[config.mk]
export PLATFORM = sky130hd
export DESIGN_NAME = bus_xfer_engine
export DESIGN_NICKNAME = d
export VERILOG_FILES = /design/src/rtl/bxe_pkg.sv /design/src/rtl/bxe_odd_parity.sv /design/src/rtl/bxe_skew_timer.sv /design/src/rtl/bxe_hs_fsm.sv /design/src/rtl/bus_xfer_engine.sv
export SDC_FILE = /design/constraint.sdc
export NUM_CORES = 1
export LEC_CHECK = 0
export BUFFER_PORTS_ARGS = -buffer_cell sky130_fd_sc_hd__buf_2
export CORE_AREA = 2 2 73 54
export DETAILED_ROUTE_END_ITERATION = 6
export DIE_AREA = 0 0 75 56
export MAX_ROUTING_LAYER = met4
export PLACE_DENSITY = 0.7
export SYNTH_ARGS = -nofsm -noshare
export SYNTH_HDL_FRONTEND = slang
export SYNTH_SLANG_ARGS = --single-unit
[constraint.sdc]
create_clock -name clk -period 1.6 [get_ports clk]
set_input_delay 0.32 -clock clk [delete_from_list [all_inputs] [get_ports clk]]
set_output_delay 0.32 -clock clk [all_outputs]
set_load 0.05 [all_outputs]
[src/rtl/bxe_pkg.sv]
// Package for the byte handshake engine: handshake state encoding.
package bxe_pkg;

    typedef enum logic [2:0] {
        ST_IDLE     = 3'd0,   // no transfer
        ST_SETUP    = 3'd1,   // outbound data driven, settling
        ST_SEND_REQ = 3'd2,   // outbound REQ asserted, waiting for ACK
        ST_RECV_REQ = 3'd3,   // inbound REQ asserted, waiting for ACK
        ST_RELEASE  = 3'd4    // REQ dropped, waiting for ACK release
    } bxe_state_e;

endpackage

[src/rtl/bxe_odd_parity.sv]
// Odd parity helper.
// Generates the parity bit that makes data plus parity hold an odd count of
// ones, and flags a received data/parity pair whose count is even.
// Assumes: inputs are in asserted (true-high) polarity.
module bxe_odd_parity #(
    parameter int W = 8
) (
    input  logic [W-1:0] data,
    input  logic         par_in,
    output logic         par_gen,
    output logic         par_bad
);

    // Generate bit and check result from one reduction each.
    always_comb begin
        par_gen = ~(^data);
        par_bad = ~(^{par_in, data});
    end

endmodule

[src/rtl/bxe_skew_timer.sv]
// Settling-interval down counter.
// Loaded when outbound data starts driving; expired is high once the
// programmed interval has elapsed. Assumes SKEW_CYC >= 1.
module bxe_skew_timer #(
    parameter int SKEW_CYC = 4
) (
    input  logic clk,
    input  logic rst_n,
    input  logic load,
    output logic expired
);

    localparam int CW = $clog2(SKEW_CYC + 1);

    logic [CW-1:0] cnt_q;

    // Reload on start of drive, then count down to zero and hold.
    always_ff @(posedge clk) begin
        if (!rst_n) begin
            cnt_q <= '0;
        end else if (load) begin
            cnt_q <= CW'(SKEW_CYC - 1);
        end else if (cnt_q != '0) begin
            cnt_q <= cnt_q - 1'b1;
        end
    end

    // Interval complete when the count reaches zero.
    always_comb expired = (cnt_q == '0);

endmodule

[src/rtl/bxe_hs_fsm.sv]
// Handshake sequencer for one byte per REQ/ACK cycle.
// Steps idle -> (settle -> REQ) or (REQ) -> release -> idle, emits a capture
// strobe for inbound bytes and a registered done pulse.
// Assumes ack_act is already synchronous to clk; bus_rst has top priority.
module bxe_hs_fsm
    import bxe_pkg::*;
(
    input  logic       clk,
    input  logic       rst_n,
    input  logic       bus_rst,
    input  logic       start,
    input  logic       send,
    input  logic       ack_act,
    input  logic       skew_done,
    output bxe_state_e state_o,
    output logic       load_timer,
    output logic       latch_rx,
    output logic       done_o
);

    bxe_state_e state_q, state_d;
    logic       done_q;

    // Next-state and strobe decode.
    always_comb begin
        state_d    = state_q;
        load_timer = 1'b0;
        latch_rx   = 1'b0;
        unique case (state_q)
            ST_IDLE: begin
                if (start) begin
                    if (send) begin
                        state_d    = ST_SETUP;
                        load_timer = 1'b1;
                    end else begin
                        state_d = ST_RECV_REQ;
                    end
                end
            end
            ST_SETUP:    if (skew_done) state_d = ST_SEND_REQ;
            ST_SEND_REQ: if (ack_act) state_d = ST_RELEASE;
            ST_RECV_REQ: begin
                if (ack_act) begin
                    state_d  = ST_RELEASE;
                    latch_rx = 1'b1;
                end
            end
            ST_RELEASE:  if (!ack_act) state_d = ST_IDLE;
            default:     state_d = ST_IDLE;
        endcase
        if (bus_rst) begin
            state_d    = ST_IDLE;
            load_timer = 1'b0;
            latch_rx   = 1'b0;
        end
    end

    // State register.
    always_ff @(posedge clk) begin
        if (!rst_n) state_q <= ST_IDLE;
        else        state_q <= state_d;
    end

    // Done pulse when ACK is withdrawn after release, never on abort.
    always_ff @(posedge clk) begin
        if (!rst_n) done_q <= 1'b0;
        else        done_q <= (state_q == ST_RELEASE) && !ack_act && !bus_rst;
    end

    assign state_o = state_q;
    assign done_o  = done_q;

endmodule

[src/rtl/bus_xfer_engine.sv]
// Target-side byte handshake engine, top level.
// Captures the outbound byte at start, drives data plus odd parity, raises
// REQ after SKEW_CYC cycles, captures inbound bytes on ACK and keeps a sticky
// parity error. Assumes bus inputs are already synchronised to clk.
module bus_xfer_engine
    import bxe_pkg::*;
#(
    parameter int DATA_W   = 8,
    parameter int SKEW_CYC = 4
) (
    input  logic              clk,
    input  logic              rst_n,
    input  logic              bus_rst,
    input  logic              start,
    input  logic              dir_send,
    input  logic [DATA_W-1:0] tx_byte,
    output logic              done,
    output logic              busy,
    output logic [DATA_W-1:0] rx_byte,
    output logic              parity_err,
    output logic              req_n_o,
    input  logic              ack_n_i,
    output logic              db_oe_o,
    output logic [DATA_W:0]   db_n_o,
    input  logic [DATA_W:0]   db_n_i
);

    localparam int BUS_W = DATA_W + 1;

    bxe_state_e        state;
    logic              load_timer, latch_rx, skew_done;
    logic [DATA_W-1:0] tx_q, rx_q;
    logic              perr_q;
    logic              tx_par, rx_par_unused, rx_bad, tx_chk_unused;
    logic [BUS_W-1:0]  bus_in_act;

    always_comb bus_in_act = ~db_n_i;

    bxe_hs_fsm u_fsm (
        .clk        (clk),
        .rst_n      (rst_n),
        .bus_rst    (bus_rst),
        .start      (start),
        .send       (dir_send),
        .ack_act    (~ack_n_i),
        .skew_done  (skew_done),
        .state_o    (state),
        .load_timer (load_timer),
        .latch_rx   (latch_rx),
        .done_o     (done)
    );

    bxe_skew_timer #(.SKEW_CYC(SKEW_CYC)) u_timer (
        .clk     (clk),
        .rst_n   (rst_n),
        .load    (load_timer),
        .expired (skew_done)
    );

    bxe_odd_parity #(.W(DATA_W)) u_tx_par (
        .data    (tx_q),
        .par_in  (1'b0),
        .par_gen (tx_par),
        .par_bad (tx_chk_unused)
    );

    bxe_odd_parity #(.W(DATA_W)) u_rx_par (
        .data    (bus_in_act[DATA_W-1:0]),
        .par_in  (bus_in_act[DATA_W]),
        .par_gen (rx_par_unused),
        .par_bad (rx_bad)
    );

    // Hold the outbound byte for the whole transfer.
    always_ff @(posedge clk) begin
        if (!rst_n)                                       tx_q <= '0;
        else if (state == ST_IDLE && start && dir_send)   tx_q <= tx_byte;
    end

    // Capture inbound byte on the ACK strobe.
    always_ff @(posedge clk) begin
        if (!rst_n)        rx_q <= '0;
        else if (latch_rx) rx_q <= bus_in_act[DATA_W-1:0];
    end

    // Sticky parity error, cleared only by reset.
    always_ff @(posedge clk) begin
        if (!rst_n)                 perr_q <= 1'b0;
        else if (latch_rx && rx_bad) perr_q <= 1'b1;
    end

    // Bus pin decode from the registered state.
    always_comb begin
        req_n_o = !(state == ST_SEND_REQ || state == ST_RECV_REQ);
        db_oe_o = (state == ST_SETUP || state == ST_SEND_REQ);
        db_n_o  = ~{tx_par, tx_q};
        busy    = (state != ST_IDLE);
    end

    assign rx_byte    = rx_q;
    assign parity_err = perr_q;

endmodule

==> results.py, run 1 <==
metrics = {
    "status": {
        "status": "complete, but fails checks",
        "violations": "setup timing",
    },
    "power": {
        "p_leak_nw": 0.822,
        "irDropWorstVdd_uv": 577,
        "seqPwrFrac_pct": 41.0,
        "p_int_mw": 1.13,
        "power.net_switching_uw": 540,
        "combPwrFrac_pct": 34.2,
        "power_density_mw_per_mm2": 1020,
        "clkPwrFrac_pct": 24.8,
        "switching_share_pct": 32.3,
    },
    "detailed_routing": {
        "met2_length_mm": 1.17,
        "top_layer_used": "met3",
        "met1_length_mm": 1.31,
        "ant_nets": 0,
        "drt_pass1_iterations": 4,
        "drc": 0,
        "viasPerCell": 4.47,
        "dr_wl_met3_um": 174,
        "drt-total-wl_mm": 2.65,
        "drt_iter0_markers": 48,
        "via_count": 1046,
        "wl_per_cell_um": 11.3,
    },
    "synthesis": {
        "synthMostInstantiatedCell": "dfxtp_1",
        "synth_area_mm2": 0.00120,
        "synth.avg_cell_area_um2": 9.00,
        "ys_top_cells_by_area": "dfxtp_1 40%, xnor2_1 8.0%, o211a_1 6.7%",
        "synth_top_area_share_pct": 40.1,
        "ys_async_sr_fraction_pct": 0,
        "ys_top_cells_by_count": "24 x dfxtp_1, 19 x nand2_1, 12 x inv_1, 11 x xnor2_1",
        "yosysUniqueCellTypes": 33,
        "synth_seq_area_share_pct": 40.1,
        "synth_top_area_cell": "dfxtp_1",
        "yosys_warnings": 0,
        "syn_nets": 158,
        "synth_edf_count": 0,
        "synthCells": 133,
        "synth_ff_type": "dfxtp_1",
        "ys_seq_elements": 24,
    },
    "layout": {
        "antennaDiodeCount": 0,
        "fin_cells": 234,
        "nFillCells": 343,
        "syn2layout_area_growth_pct": 37.1,
        "drive_gt1_share_pct": 42.4,
        "nNetsFinal": 210,
    },
    "place": {
        "gp_congestion": 0.731,
        "place_hpwl_mm": 1.94,
        "io_buffers": 44,
        "dp_cells": 225,
    },
    "run": {
        "max_cap_viol_count": 0,
    },
    "grt": {
        "grt_usage_pct": 13.3,
        "antenna_found_initial": 0,
        "overflow": 0,
        "grt_max_degree": 18,
        "grt_pass1_vias": 967,
        "grt_pass1_wl_mm": 4.22,
    },
    "sta": {
        "fin_skew_ns": 0.00318,
        "period_share_pct": 102,
        "tns_ns": -0.0293,
        "rsz0062_at_grt": "yes",
        "slew_violations": 0,
        "hold_viol": 0,
        "max_freq_mhz": 614,
        "setup_viol": 1,
        "tightest_slew_ns": 0.268,
        "max_slew_margin_pct": 82.1,
        "worst_slack_ns": -0.0293,
        "period_needed_ns": 1.63,
    },
    "critical_path": {
        "path_max_fanout": 2,
        "cp.required_ns": 1.28,
        "start_kind": "register",
        "arrival_ns": 1.31,
        "crit_type": "reg2out",
        "end_kind": "output port",
    },
    "clocking": {
        "cts_hold_buf": 0,
        "worstSkewPairLatency_ns": 0.27,
        "clkSinkCount": 24,
        "root_buffer": "clkbuf_8",
        "cts.clk_slew.worst_paths_ns": 0.09,
        "htree_levels": 1,
        "cts_tree": "done",
        "cts_buffer_depth": 2,
        "cts-buffers-inserted": 3,
    },
    "min_path": {
        "hp-class": "in2reg",
    },
    "die": {
        "boundaryPins": 45,
        "std_cell_rows": 18,
        "coreArea_mm2": 0.00345,
        "die_h_um": 56,
        "fp.dieArea_mm2": 0.00420,
        "chipWidth_um": 75,
        "start_util_pct": 34.7,
    },
}
-- through the flow --
step / cell area (um2) / utilization [%] / total power [mW] / hold WS [ns] / worst slack, ns
5_1_grt: 1640 / 47.6 / 1.77 / 0.260 / -0.0840
3_5_place_dp: 1490 / 43.1 / 1.23 / 0.480 / 0.0783
6_report: 1640 / 47.6 / 1.67 / 0.272 / -0.0293
4_1_cts: 1620 / 46.9 / 1.68 / 0.262 / -0.0597
2_1_floorplan: 1200 / - / 1.11 / 0.393 / 0.0186
3_3_place_gp: 1490 / 43.1 / 1.22 / 0.474 / 0.0799
-- cells by family after synthesis --
logic type / count (synthesis) / synth area share [%]
multiplexers: 2 / 1.78
XOR/XNOR: 15 / 12.1
flip-flops: 24 / 40.1
AO/OA/AOI/OAI: 24 / 16.7
adder cells (fa/ha/maj): 2 / 2.09
buffers and inverters: 20 / 7.73
AND/OR/NAND/NOR: 46 / 19.4
-- layer usage --
layer / vias to the layer above / track usage (%)
met5: - / -
li1: 548 / -
met2: 37 / 20.3
met3: 0 / 4.53
met4: 0 / 1.53
met1: 461 / 17.5
-- critical path: stages, from the launching register on --
cell and delay (ns):
dfxtp_2 0.34, xor2_2 0.18, xnor2_2 0.20, xnor2_2 0.14, buf_6 0.18
-- sequential cells by signal, summed over array words and instances (netlist names) --
| signal | flops |
|---|---|
| rx_byte | 8 |
| parity_err | 1 |
| u_fsm.done_o | 1 |
| u_fsm.state_o | 3 |
| tx_q | 8 |
| u_timer.cnt_q | 3 |
-- cell usage in the layout (no fill, tap or decap), types with 4 or more instances in the layout --
master,instances
buf_2,43
nand2_1,19
dfxtp_1,15
inv_1,12
buf_4,11
dfxtp_2,9
nand3_1,8
o211a_1,8
a21boi_0,7
nor2_1,6
xnor2_2,6
xnor2_1,5
clkbuf_8,4
-- power by group through the flow --
| stage | Sequential (mW) | Combinational, mW | Clock, mW |
|---|---|---|---|
| floorplan | 0.688 | 0.424 | 0 |
| global placement | 0.694 | 0.526 | 0 |
| detailed placement | 0.695 | 0.530 | 0 |
| CTS | 0.683 | 0.565 | 0.428 |
| global route | 0.692 | 0.624 | 0.455 |
| finish | 0.686 | 0.572 | 0.414 |
-- timing repair --
action / in CTS / in global routing
pin swaps: 3 / 2
buffers inserted: 5 / 0
resized for setup: 13 / 5
setup endpoints to repair: 1 / 4
-- area by class of cell --
type,instances,area (um2),area share [%]
multi-input cells,89,678,41.3
flip-flops and latches,24,492,30.0
repair buffers,55,309,18.8
well taps,50,62.6,3.81
clock buffers,4,55.1,3.35
inverters,12,45.0,2.74
-- worst paths after layout --
path                    start          endpoint  slack [ns]  depth (start not counted)
max                   tx_q[3]         db_n_o[8]       -0.03                          4
min                   ack_n_i  u_fsm.state_o[2]        0.27                          2
max reg2reg  u_fsm.state_o[2]        parity_err        0.22                          4
min reg2reg        rx_byte[0]        rx_byte[0]        0.50                          1
Power figures use the tool's default switching activity.
==> inputs of run 2 (changes only) <==
--- a/config.mk
+++ b/config.mk
@@ -6,11 +6,12 @@
 export NUM_CORES = 1
 export LEC_CHECK = 0
 export BUFFER_PORTS_ARGS = -buffer_cell sky130_fd_sc_hd__buf_2
-export CORE_AREA = 2 2 73 54
+export CORE_AREA = 2 2 66 49
 export DETAILED_ROUTE_END_ITERATION = 6
-export DIE_AREA = 0 0 75 56
+export DIE_AREA = 0 0 68 51
 export MAX_ROUTING_LAYER = met4
-export PLACE_DENSITY = 0.7
+export PLACE_DENSITY = 0.87
 export SYNTH_ARGS = -nofsm -noshare
 export SYNTH_HDL_FRONTEND = slang
+export SYNTH_HIERARCHICAL = 1
 export SYNTH_SLANG_ARGS = --single-unit
==> results.py, run 2 <==
metrics = {
    "min_path": {
        "hp-class": "in2reg",
        "hold_depth": 2,
        "hp-start": "bus_rst",
        "min_to": "u_fsm/done_o",
    },
    "grt": {
        "grt_pass1_vias": 972,
        "antenna_found_initial": 0,
        "grt_usage_pct": 16.1,
        "grt_max_degree": 18,
        "grt_pass1_wl_mm": 4.16,
        "overflow": 0,
    },
    "place": {
        "io_buffers": 44,
        "gp_congestion": 0.825,
        "post-place-ws_ns": 0.0979,
        "place_hpwl_mm": 1.95,
    },
    "synthesis": {
        "yosys_warnings": 6,
        "synth.avg_cell_area_um2": 9.03,
        "synthCells": 143,
        "syn_nets": 168,
        "synth_area_mm2": 0.00129,
    },
    "detailed_routing": {
        "ant_nets": 0,
        "drt_pass1_iterations": 4,
        "met1_length_mm": 1.19,
        "top_layer_used": "met4",
        "viasPerCell": 4.75,
        "drt-total-wl_mm": 2.51,
        "drt_iter0_markers": 35,
        "met2_length_mm": 1.13,
        "drc": 0,
        "wl_per_cell_um": 10.8,
        "via_count": 1103,
        "dr_wl_met3_um": 168,
    },
    "clocking": {
        "root_buffer": "clkbuf_8",
        "cts_buffer_depth": 2,
        "cts_hold_buf": 0,
        "worstSkewPairLatency_ns": 0.26,
        "htree_levels": 1,
        "cts-buffers-inserted": 3,
        "clkSinkCount": 24,
        "cts.clk_slew.worst_paths_ns": 0.08,
        "cts_tree": "done",
    },
    "status": {
        "status": "complete, but fails checks",
        "violations": "setup timing",
    },
    "sta": {
        "hold_ws_ns": 0.266,
        "max_freq_mhz": 618,
        "period_share_pct": 101,
        "tightest_slew_ns": 0.281,
        "max_slew_margin_pct": 81.2,
        "rsz0062_at_grt": "yes",
        "tns_ns": -0.0194,
        "fin_skew_ns": 0.00854,
        "worst_slack_ns": -0.0194,
        "slew_violations": 0,
        "setup_viol": 1,
        "hold_viol": 0,
        "period_needed_ns": 1.62,
    },
    "critical_path": {
        "cp_common_cell": "xnor2_1",
        "r2r-end": "u_timer/cnt_q[1]",
        "crit_type": "reg2out",
        "r2r_slack_ns": 0.08,
        "cp.required_ns": 1.28,
        "arrival_ns": 1.30,
        "slowest_stage": "dfxtp_2",
        "end_kind": "output port",
        "worst_r2r_path_depth": 5,
        "crit_chain": "xnor2_2, xnor2_1, xnor2_1, inv_1, buf_6",
        "start_kind": "register",
        "crit_path_max_incr_delay_ns": 0.34,
        "r2r_start": "u_fsm/state_o[2]",
        "path_max_fanout": 3,
    },
    "layout": {
        "syn2layout_area_growth_pct": 31.0,
        "nNetsFinal": 221,
        "antennaDiodeCount": 0,
        "drive_gt1_share_pct": 35.1,
        "final_common_cell": "buf_2",
        "final_cell_mix": "40 x buf_2, 25 x nand2_1, 22 x inv_1",
        "utilization_pct": 57.6,
    },
    "die": {
        "die_h_um": 51,
        "boundaryPins": 45,
        "std_cell_rows": 17,
        "coreArea_mm2": 0.00294,
        "chipWidth_um": 68,
        "fp.dieArea_mm2": 0.00347,
        "start_util_pct": 44.0,
    },
    "power": {
        "power_density_mw_per_mm2": 968,
        "irDropWorstVdd_uv": 432,
        "p_leak_nw": 0.836,
    },
    "run": {
        "max_cap_viol_count": 0,
    },
}
[run 2: layer usage]
layer | up-vias | GRT usage [%]
li1 | 571 | -
met1 | 499 | 20.7
met2 | 31 | 25.1
met3 | 2 | 4.85
met4 | 0 | 3.67
met5 | - | -
[run 2: through the flow]
step,cell area [um2],total power [mW],std cells
detailed placement,1580,1.27,226
global placement,1580,1.25,226
global route,1690,1.75,232
CTS,1670,1.65,232
floorplan,1290,1.13,143
finish,1690,1.64,232
[run 2: worst max-delay path, delay by kind of cell (launching register included)]
family | cells | cell delay [ns]
xor gates and xnor gates | 3 | 0.48
buffers and inverters | 2 | 0.22
DFF | 1 | 0.34
[run 2: final cells by class]
cell class | count | area (um2)
Fill cell | 284 | 1240
Timing Repair Buffer | 53 | 309
Sequential cell | 24 | 489
Multi-Input combinational cell | 92 | 722
Clock buffer | 3 | 41.3
Tap cell | 38 | 47.5
Inverter | 22 | 82.6
[run 2: where the power goes]
group / internal (mW) / total, mW / switching [mW]
Combinational: 0.282 / 0.608 / 0.327
Clock: 0.168 / 0.340 / 0.172
Sequential: 0.648 / 0.690 / 0.0419
[run 2: worst max-delay path by stage]
stage / from / endpoint / slack [ns] / cells after the start
final: tx_q[4] / db_n_o[8] / -0.02 / 5
after CTS: tx_q[0] / db_n_o[8] / -0.04 / 5
after detailed placement: bus_rst / u_timer/cnt_q[0] / 0.1 / 5
after global placement: bus_rst / u_timer/cnt_q[0] / 0.17 / 5
after global routing: tx_q[4] / db_n_o[8] / -0.13 / 5
after floorplan: u_fsm/state_o[1] / db_oe_o / 0.07 / 2
[run 2: repair_timing]
| action | 4_1_cts | 5_1_grt |
|---|---|---|
| endpoints found under the hold margin | 0 | 0 |
| setup buffers | 4 | 0 |
| gates resized for setup | 9 | 8 |
| endpoints found under the setup margin | 2 | 5 |
| pin swaps | 4 | 3 |
